--- config.mk ---
export PLATFORM = sky130hd
export DESIGN_NAME = isdn_frame_packer
export DESIGN_NICKNAME = d
export VERILOG_FILES = /design/src/rtl/isdn_frame_packer.sv
export SDC_FILE = /design/constraint.sdc
export NUM_CORES = 1
export LEC_CHECK = 0
export BUFFER_PORTS_ARGS = -buffer_cell sky130_fd_sc_hd__buf_2
export CORE_AREA = 2 2 188 190
export CTS_CLUSTER_DIAMETER = 30
export CTS_CLUSTER_SIZE = 10
export DETAILED_ROUTE_END_ITERATION = 10
export DIE_AREA = 0 0 190 192
export PLACE_DENSITY = 0.54
export SLEW_MARGIN = 20
export SYNTH_ARGS = -nofsm -noshare
export SYNTH_HDL_FRONTEND = slang
export SYNTH_SLANG_ARGS = --single-unit
--- constraint.sdc ---
create_clock -name clk -period 2.7 [get_ports clk]
set_input_delay 0.675 -clock clk [delete_from_list [all_inputs] [get_ports clk]]
set_output_delay 0.675 -clock clk [all_outputs]
set_load 0.01 [all_outputs]
--- src/rtl/isdn_frame_packer.sv ---
module isdn_frame_packer #(
  parameter int BW     = 8,
  parameter int FRAMES = 4,
  parameter int DBITS  = 2
) (
  input  logic                    clk,
  input  logic                    rst_n,
  input  logic                    bit_tick,
  input  logic                    fsync,
  input  logic                    line_in,
  output logic                    line_out,
  input  logic                    tx_wr,
  input  logic [BW*FRAMES-1:0]    tx_b1_data,
  input  logic [BW*FRAMES-1:0]    tx_b2_data,
  input  logic [DBITS*FRAMES-1:0] tx_d_data,
  input  logic                    rx_rd,
  input  logic                    irq_clr,
  output logic [BW*FRAMES-1:0]    rx_b1_data,
  output logic [BW*FRAMES-1:0]    rx_b2_data,
  output logic [DBITS*FRAMES-1:0] rx_d_data,
  output logic                    irq,
  output logic                    rx_overrun
);
  localparam int WW = BW*FRAMES;
  localparam int DW = DBITS*FRAMES;
  localparam int FB = 2*BW + DBITS;
  localparam int PW = $clog2(FB+1);
  localparam int SW = $clog2(FRAMES);   // FRAMES is a power of two

  logic [PW-1:0] pos, cur;
  logic [SW-1:0] slot, nslot;
  logic          tick_ok, frame_end, xfer;

  assign cur       = fsync ? '0 : pos;
  assign tick_ok   = bit_tick && (fsync || pos < PW'(FB));
  assign frame_end = tick_ok && cur == PW'(FB-1);
  assign xfer      = frame_end && slot == SW'(FRAMES-1);
  assign nslot     = slot + 1'b1;

  always_ff @(posedge clk) begin
    if (!rst_n) begin
      pos  <= PW'(FB);
      slot <= '0;
    end else if (tick_ok) begin
      pos <= cur + 1'b1;
      if (frame_end) slot <= nslot;
    end
  end

  // receive path
  logic [BW-1:0]    rx_b1_sr, rx_b2_sr, b1_in, b2_in;
  logic [DBITS-1:0] rx_d_sr, d_in;
  logic [WW-1:0]    rx_sh_b1, rx_sh_b2;
  logic [DW-1:0]    rx_sh_d, d_sh_nxt;
  logic             rx_unread;

  assign b1_in = BW'({rx_b1_sr, line_in});
  assign b2_in = BW'({rx_b2_sr, line_in});
  assign d_in  = DBITS'({rx_d_sr, line_in});

  always_comb begin
    d_sh_nxt = rx_sh_d;
    d_sh_nxt[(FRAMES-1-int'(slot))*DBITS +: DBITS] = d_in;
  end

  always_ff @(posedge clk) begin
    if (!rst_n) begin
      rx_b1_sr <= '1;
      rx_b2_sr <= '1;
      rx_d_sr  <= '1;
      rx_sh_b1 <= '1;
      rx_sh_b2 <= '1;
      rx_sh_d  <= '1;
    end else if (tick_ok) begin
      if (cur < PW'(BW))        rx_b1_sr <= b1_in;
      else if (cur < PW'(2*BW)) rx_b2_sr <= b2_in;
      else                      rx_d_sr  <= d_in;
      if (cur == PW'(BW-1))   rx_sh_b1[(FRAMES-1-int'(slot))*BW +: BW] <= b1_in;
      if (cur == PW'(2*BW-1)) rx_sh_b2[(FRAMES-1-int'(slot))*BW +: BW] <= b2_in;
      if (frame_end)          rx_sh_d <= d_sh_nxt;
    end
  end

  always_ff @(posedge clk) begin
    if (!rst_n) begin
      rx_b1_data <= '1;
      rx_b2_data <= '1;
      rx_d_data  <= '1;
      rx_unread  <= 1'b0;
      rx_overrun <= 1'b0;
      irq        <= 1'b0;
    end else begin
      if (xfer) begin
        rx_b1_data <= rx_sh_b1;
        rx_b2_data <= rx_sh_b2;
        rx_d_data  <= d_sh_nxt;
      end
      if (xfer)       rx_unread <= 1'b1;
      else if (rx_rd) rx_unread <= 1'b0;
      if (xfer && rx_unread && !rx_rd) rx_overrun <= 1'b1;
      else if (irq_clr)                rx_overrun <= 1'b0;
      if (xfer)         irq <= 1'b1;
      else if (irq_clr) irq <= 1'b0;
    end
  end

  // transmit path
  logic [WW-1:0] tx_hold_b1, tx_hold_b2, tx_sh_b1, tx_sh_b2, nx_b1, nx_b2;
  logic [DW-1:0] tx_hold_d, tx_sh_d, nx_d;
  logic          tx_pend, load_sh;
  logic [FB-1:0] tx_sr, nx_frame;

  assign load_sh  = xfer && tx_pend;
  assign nx_b1    = load_sh ? tx_hold_b1 : tx_sh_b1;
  assign nx_b2    = load_sh ? tx_hold_b2 : tx_sh_b2;
  assign nx_d     = load_sh ? tx_hold_d  : tx_sh_d;
  assign nx_frame = {nx_b1[(FRAMES-1-int'(nslot))*BW +: BW],
                     nx_b2[(FRAMES-1-int'(nslot))*BW +: BW],
                     nx_d[(FRAMES-1-int'(nslot))*DBITS +: DBITS]};
  assign line_out = tx_sr[FB-1];

  always_ff @(posedge clk) begin
    if (!rst_n) begin
      tx_hold_b1 <= '1;
      tx_hold_b2 <= '1;
      tx_hold_d  <= '1;
      tx_pend    <= 1'b0;
      tx_sh_b1   <= '1;
      tx_sh_b2   <= '1;
      tx_sh_d    <= '1;
      tx_sr      <= '1;
    end else begin
      if (tx_wr) begin
        tx_hold_b1 <= tx_b1_data;
        tx_hold_b2 <= tx_b2_data;
        tx_hold_d  <= tx_d_data;
        tx_pend    <= 1'b1;
      end else if (xfer) begin
        tx_pend <= 1'b0;
      end
      if (load_sh) begin
        tx_sh_b1 <= tx_hold_b1;
        tx_sh_b2 <= tx_hold_b2;
        tx_sh_d  <= tx_hold_d;
      end
      if (tick_ok) tx_sr <= frame_end ? nx_frame : {tx_sr[FB-2:0], 1'b1};
    end
  end
endmodule

After elaboration in Yosys (flattened, before gate mapping) --
Index checks and enable logic that the tools add are counted.
Word-level totals: bits in registers 332, input port bits 80, output and inout port bits 75, logic and storage cells 78
Operators by class: add/subtract/negate cells 6, magnitude comparators 3, eq/ne operators 4, shifts and indexed selects 8, mux-type cells 15, bitwise operators 2, reductions and logical operators 18
Operator list (count):
- $shiftx 8x33->32 | 2
- $bwmux 32 | 2
- $mux 32 | 2
- $shiftx 32x6->8 | 2
- $neg 4->33 | 1
- $neg 6->33 | 1
- $shift 2x33->8 const A | 1
- $shift 8x33->32 const A | 1
- $shiftx 2x33->8 | 1
- $mux 18 | 1
- $lt 5x5->1 const B | 2
- $bwmux 8 | 1
- $mux 8 | 1
- $reduce_and 2->1 | 4
- $reduce_bool 2->1 | 4
- $shiftx 8x4->2 | 1
- $mux 1 | 7
- $logic_and 1x1->1 | 6
- $reduce_and 3->1 | 2
- $sub 2x2->3 const A | 2
- $add 5x1->5 const B | 1
- $eq 5x3->1 const B | 1
- $eq 5x4->1 const B | 1
- $eq 5x5->1 const B | 1
- 7 further kinds | 8

Logic depth before layout (Yosys ltp) --
depth in word-level cells 9, depth in mapped cells 11, mapped depth without buffers 9

Worst setup path before layout --
OpenSTA, ideal clock, no wires.
path type in2reg, start point in fsync, end point reg rx_sh_b1[24], library setup time 0.141 ns, arrival 2.359 ns, required time 2.559 ns, slack 0.199 ns, cell stages on the path 10, buffers on the path 2, path through buf_2 nand2b_1 inv_1 ha_1 nand3b_1 nor4b_2 clkbuf_1 nand2_1 nand2_1 o211ai_1
On the way: longest elaborated chain between the ends 3, elaborated cells between the ends (all ways) 5, classes of those cells eq/ne (1); mux (1); reduce/logical (3)
RTL lines:
- start: declaration | RTL line 9 | input logic fsync,
- $mux 5 / $logic_or 1x1->1 (equally long branches) | RTL line 34, 35
- $eq 5x3->1 / $logic_and 1x1->1 (equally long branches) | RTL line 78, 35
- $reduce_and 2->1 (no source line) (*)
- end signal: indexed assignment | RTL line 78 | if (cur == PW'(BW-1)) rx_sh_b1[(FRAMES-1-int'(slot))*BW +: BW] <= b1_in;
- end: declaration | RTL line 53 | logic [WW-1:0] rx_sh_b1, rx_sh_b2;
Every way passes the cells marked *; elsewhere a longest branch is shown, timed or not. A chain may end at the register's enable or synchronous reset.

Final worst setup path --
start point reg pos[3], end point reg tx_sr[7]
On the way: longest elaborated chain between the ends 9, elaborated cells between the ends (all ways) 11, classes of those cells order compare (1); eq/ne (1); shift (1); mux (3); reduce/logical (5)
RTL lines:
- start: declaration | RTL line 30 | logic [PW-1:0] pos, cur;
- start signal: assignment | RTL line 42 | pos <= PW'(FB);
- start signal: assignment | RTL line 45 | pos <= cur + 1'b1;
- $lt 5x5->1 | RTL line 35 | assign tick_ok = bit_tick && (fsync || pos < PW'(FB));
- $logic_or 1x1->1 | RTL line 35
- $logic_and 1x1->1 | RTL line 35
- $logic_and 1x1->1 | RTL line 36 | assign frame_end = tick_ok && cur == PW'(FB-1);
- $logic_and 1x1->1 | RTL line 37 | assign xfer = frame_end && slot == SW'(FRAMES-1);
- $logic_and 1x1->1 | RTL line 113 | assign load_sh = xfer && tx_pend;
- $mux 32
- $shiftx 32x6->8 | RTL line 118 | nx_b2[(FRAMES-1-int'(nslot))*BW +: BW],
- $mux 18 | RTL line 146 | if (tick_ok) tx_sr <= frame_end ? nx_frame : {tx_sr[FB-2:0], 1'b1};
- end signal: assignment | RTL line 146
- end: declaration | RTL line 111 | logic [FB-1:0] tx_sr, nx_frame;
Parallel ways exist; a longest one is shown, timed or not.

==> summary.txt <==
Die
  – Die X: 190 um
  – Core area: 34300 um2
  – Chip height: 192 um
  – Std-Cell Rows: 68
  – I/O pins: 155
  – Die area: 36500 um2
  – Initial core utilization: 37.7%

Setup path
  – Crit-path cells: or3_1, nor4_4, buf_4, buf_12, mux2i_1, o221a_1, a21oi_2
  – CP endpoint kind: flop
  – Worst path slowest cell: or3_1
  – Worst Path Max Fanout: 42
  – CP peak stage delay: 510 ps
  – Critical path type: flop to flop
  – Crit path required time: 3150 ps
  – Startpoint Class: flop
  – CP arrival: 2800 ps

Synth
  – #FFs+latches synth: 332
  – Post-synth EDFFs: 0
  – Synth unique cells: 47
  – Synth warn: 0
  – Dominant synthesized flop cell: dfxtp_1
  – Post-synth ARST share: 0%
  – Post-synth top area cell: dfxtp_1
  – Syn_area_per_cell: 8.95 um2
  – Sequential area share after synthesis: 51.4%
  – Most numerous cell in the Yosys netlist: nand2_1
  – Yosys top cell area share: 51.4%
  – Area contributors post-synth: dfxtp_1 (51%), nand2_1 (14%), mux2i_1 (9.4%), nand3_1 (6.2%), mux4_2 (3.1%)
  – Syn Nets: 1533
  – Cells after Synth: 1445
  – Top post-synthesis cells by count: nand2_1 (490), dfxtp_1 (332), nand3_1 (161)
  – Netlist Area Pre-Place: 12900 um2

Clock network
  – CTS Sinks: 332
  – CTS Hold Buffers Added: 0
  – Post-CTS sizing: 0
  – Root buffer cell: clkbuf_16
  – Maximum clock path buffer count: 3
  – Post-CTS setup buffer count: 0
  – H-tree depth: 3
  – Clk_lat worst skew: 580 ps
  – CTS tree: yes
  – Worst-path clk slew: 50 ps
  – Total clock buffers created by CTS: 79

Placed design
  – Port Buffers: 154
  – Placed inst area: 14300 um2
  – GPL Wtd Cong: 0.765
  – Post-DP HPWL: 21400 um
  – Setup Slack @ Placement: 0.449 ps

Power and ir drop
  – Leakage: 7.87 nW
  – PD cells: 892 nW/um2
  – Maximum vdd drop: 610 uV
  – Power, Total: 15.2 mW

Global route
  – First-pass GRT wire length: 54500 um
  – Number of global-route vias before repair: 10200
  – Gr usage total: 18.5%
  – Largest net degree at the start of global routing: 138
  – Overflow left after global routing: 0
  – Initial antenna violation count: 0

Job
  – Max-cap violations: 0

Layout
  – Synthesis-to-layout area growth: 32.0%
  – Fillcell total: 3243
  – Final #Nets: 1699
  – Final instance area: 17100 um2
  – Share of cells above drive strength 1: 22.4%

Timing
  – Slew @ Worst Pin: 771 ps
  – Setup TNS: 0 ps
  – Fmax: 426 MHz
  – Hold Vio Cnt, Final: 0
  – Setup Skew: 26.4 ps
  – Final period utilization: 87.0%
  – RSZ-0062 raised after global routing: false
  – Worst rel slew slack: 48.4%
  – Final setup margin: 350 ps
  – Slew Viols, Final: 0
  – Final setup vio count: 0
  – Min cycle time layout: 2350 ps

Detailed routing
  – Remaining DRCs: 0
  – DR iter-0 viols: 640
  – Via count: 10600
  – Via density: 4.98
  – First-pass DRT Iterations: 5
  – ANT nets after route: 0
  – WL per Instance: 15.7 um
  – Total routed wirelength: 33400 um

Worst hold path
  – Worst Hold Class: input port to flop

Status
  – Status: finished, final reports clean
==> critical path: cells and delay by family (launching register included) <==
kind            cells  cell delay (ps)
buf+inv             2              450
mux                 1              270
flops               1              390
simple gates        2              810
compound gates      2              280
==> worst paths after layout <==
check | from | to | slack (ps) | cells after the start
min reg2reg | rx_b1_data[10] | rx_b1_data[10] | 460 | 2
max reg2reg | pos[3] | tx_sr[7] | 350 | 7
min | tx_b2_data[1] | tx_hold_b2[1] | 320 | 3
max | pos[3] | tx_sr[7] | 350 | 7
==> sequential cells by signal (all words and copies together) (netlist names), 2 cells and up <==
signal / count
tx_sh_b2: 32
rx_b1_sr: 7
rx_sh_b1: 32
tx_sh_b1: 32
rx_b2_sr: 7
tx_hold_d: 8
tx_sh_d: 8
slot: 2
pos: 5
rx_sh_b2: 32
rx_d_data: 8
tx_hold_b2: 32
tx_hold_b1: 32
tx_sr: 18
rx_sh_d: 8
rx_b2_data: 32
rx_b1_data: 32
==> through the flow <==
step	std cells	hold WS [ps]	utilization, %
final	2133	318	49.8
after global routing	2132	302	49.8
after CTS	2132	292	49.8
after detailed placement	1985	450	41.6
after global placement	1985	446	41.6
after floorplan	1445	436	-
==> cell families after synthesis <==
logic type               share of synthesized area, %
multiplexers                                     12.7
flip-flops                                       51.4
AO/OA/AOI/OAI                                    7.13
XOR/XNOR                                       0.0678
buffers and inverters                            3.93
AND/OR/NAND/NOR                                  24.0
adder cells (fa/ha/maj)                         0.774
==> power breakdown <==
part / switching [mW] / internal, mW / total (mW)
clock: 3.00 / 6.77 / 9.77
combinational: 0.219 / 0.165 / 0.384
sequential: 0.0736 / 5.00 / 5.07
total: 3.30 / 11.9 / 15.2
==> metal layers <==
| metal | up-vias | track usage [%] | routed length, um |
|---|---|---|---|
| met5 | - | 0 | 0 |
| met4 | 0 | 7.19 | 720 |
| met3 | 54 | 4.06 | 1800 |
| met2 | 264 | 29.5 | 15400 |
| met1 | 4963 | 24.5 | 15500 |
| li1 | 5334 | - | - |
==> area by class of cell <==
type / instances / area, um2 / share of cell area, %
clock buffers: 103 / 2220 / 13.0
diodes: 1 / 2.50 / 0.0147
multi-input cells: 996 / 5800 / 34.0
inverters: 9 / 33.8 / 0.198
clock inverters: 44 / 572 / 3.35
repair buffers: 193 / 1230 / 7.18
flip-flops and latches: 332 / 6650 / 38.9
well taps: 455 / 569 / 3.33
==> cells in the final DEF, fill, tap and decap left out, types with 2 or more instances in the layout <==
cell type,count
mux4_2,18
o22ai_1,15
a21oi_1,15
clkinv_2,13
clkinv_4,4
nand2b_1,4
nand3_2,2
buf_2,152
a31oi_1,3
nand3_1,160
mux2i_1,122
ha_1,8
bufinv_16,10
nor2_1,13
buf_12,12
inv_6,8
nand4_1,30
o221a_2,5
clkbuf_1,10
dfxtp_1,332
inv_1,7
nor2b_1,4
buf_4,28
o221a_1,10
o211ai_1,53
a21oi_2,9
or3_1,2
clkbuf_8,13
nand3b_1,6
inv_16,2
o221ai_1,2
clkbuf_16,80
nand2_1,489
clkinvlp_4,6
o21ai_0,7
Power figures use the tool's default switching activity.
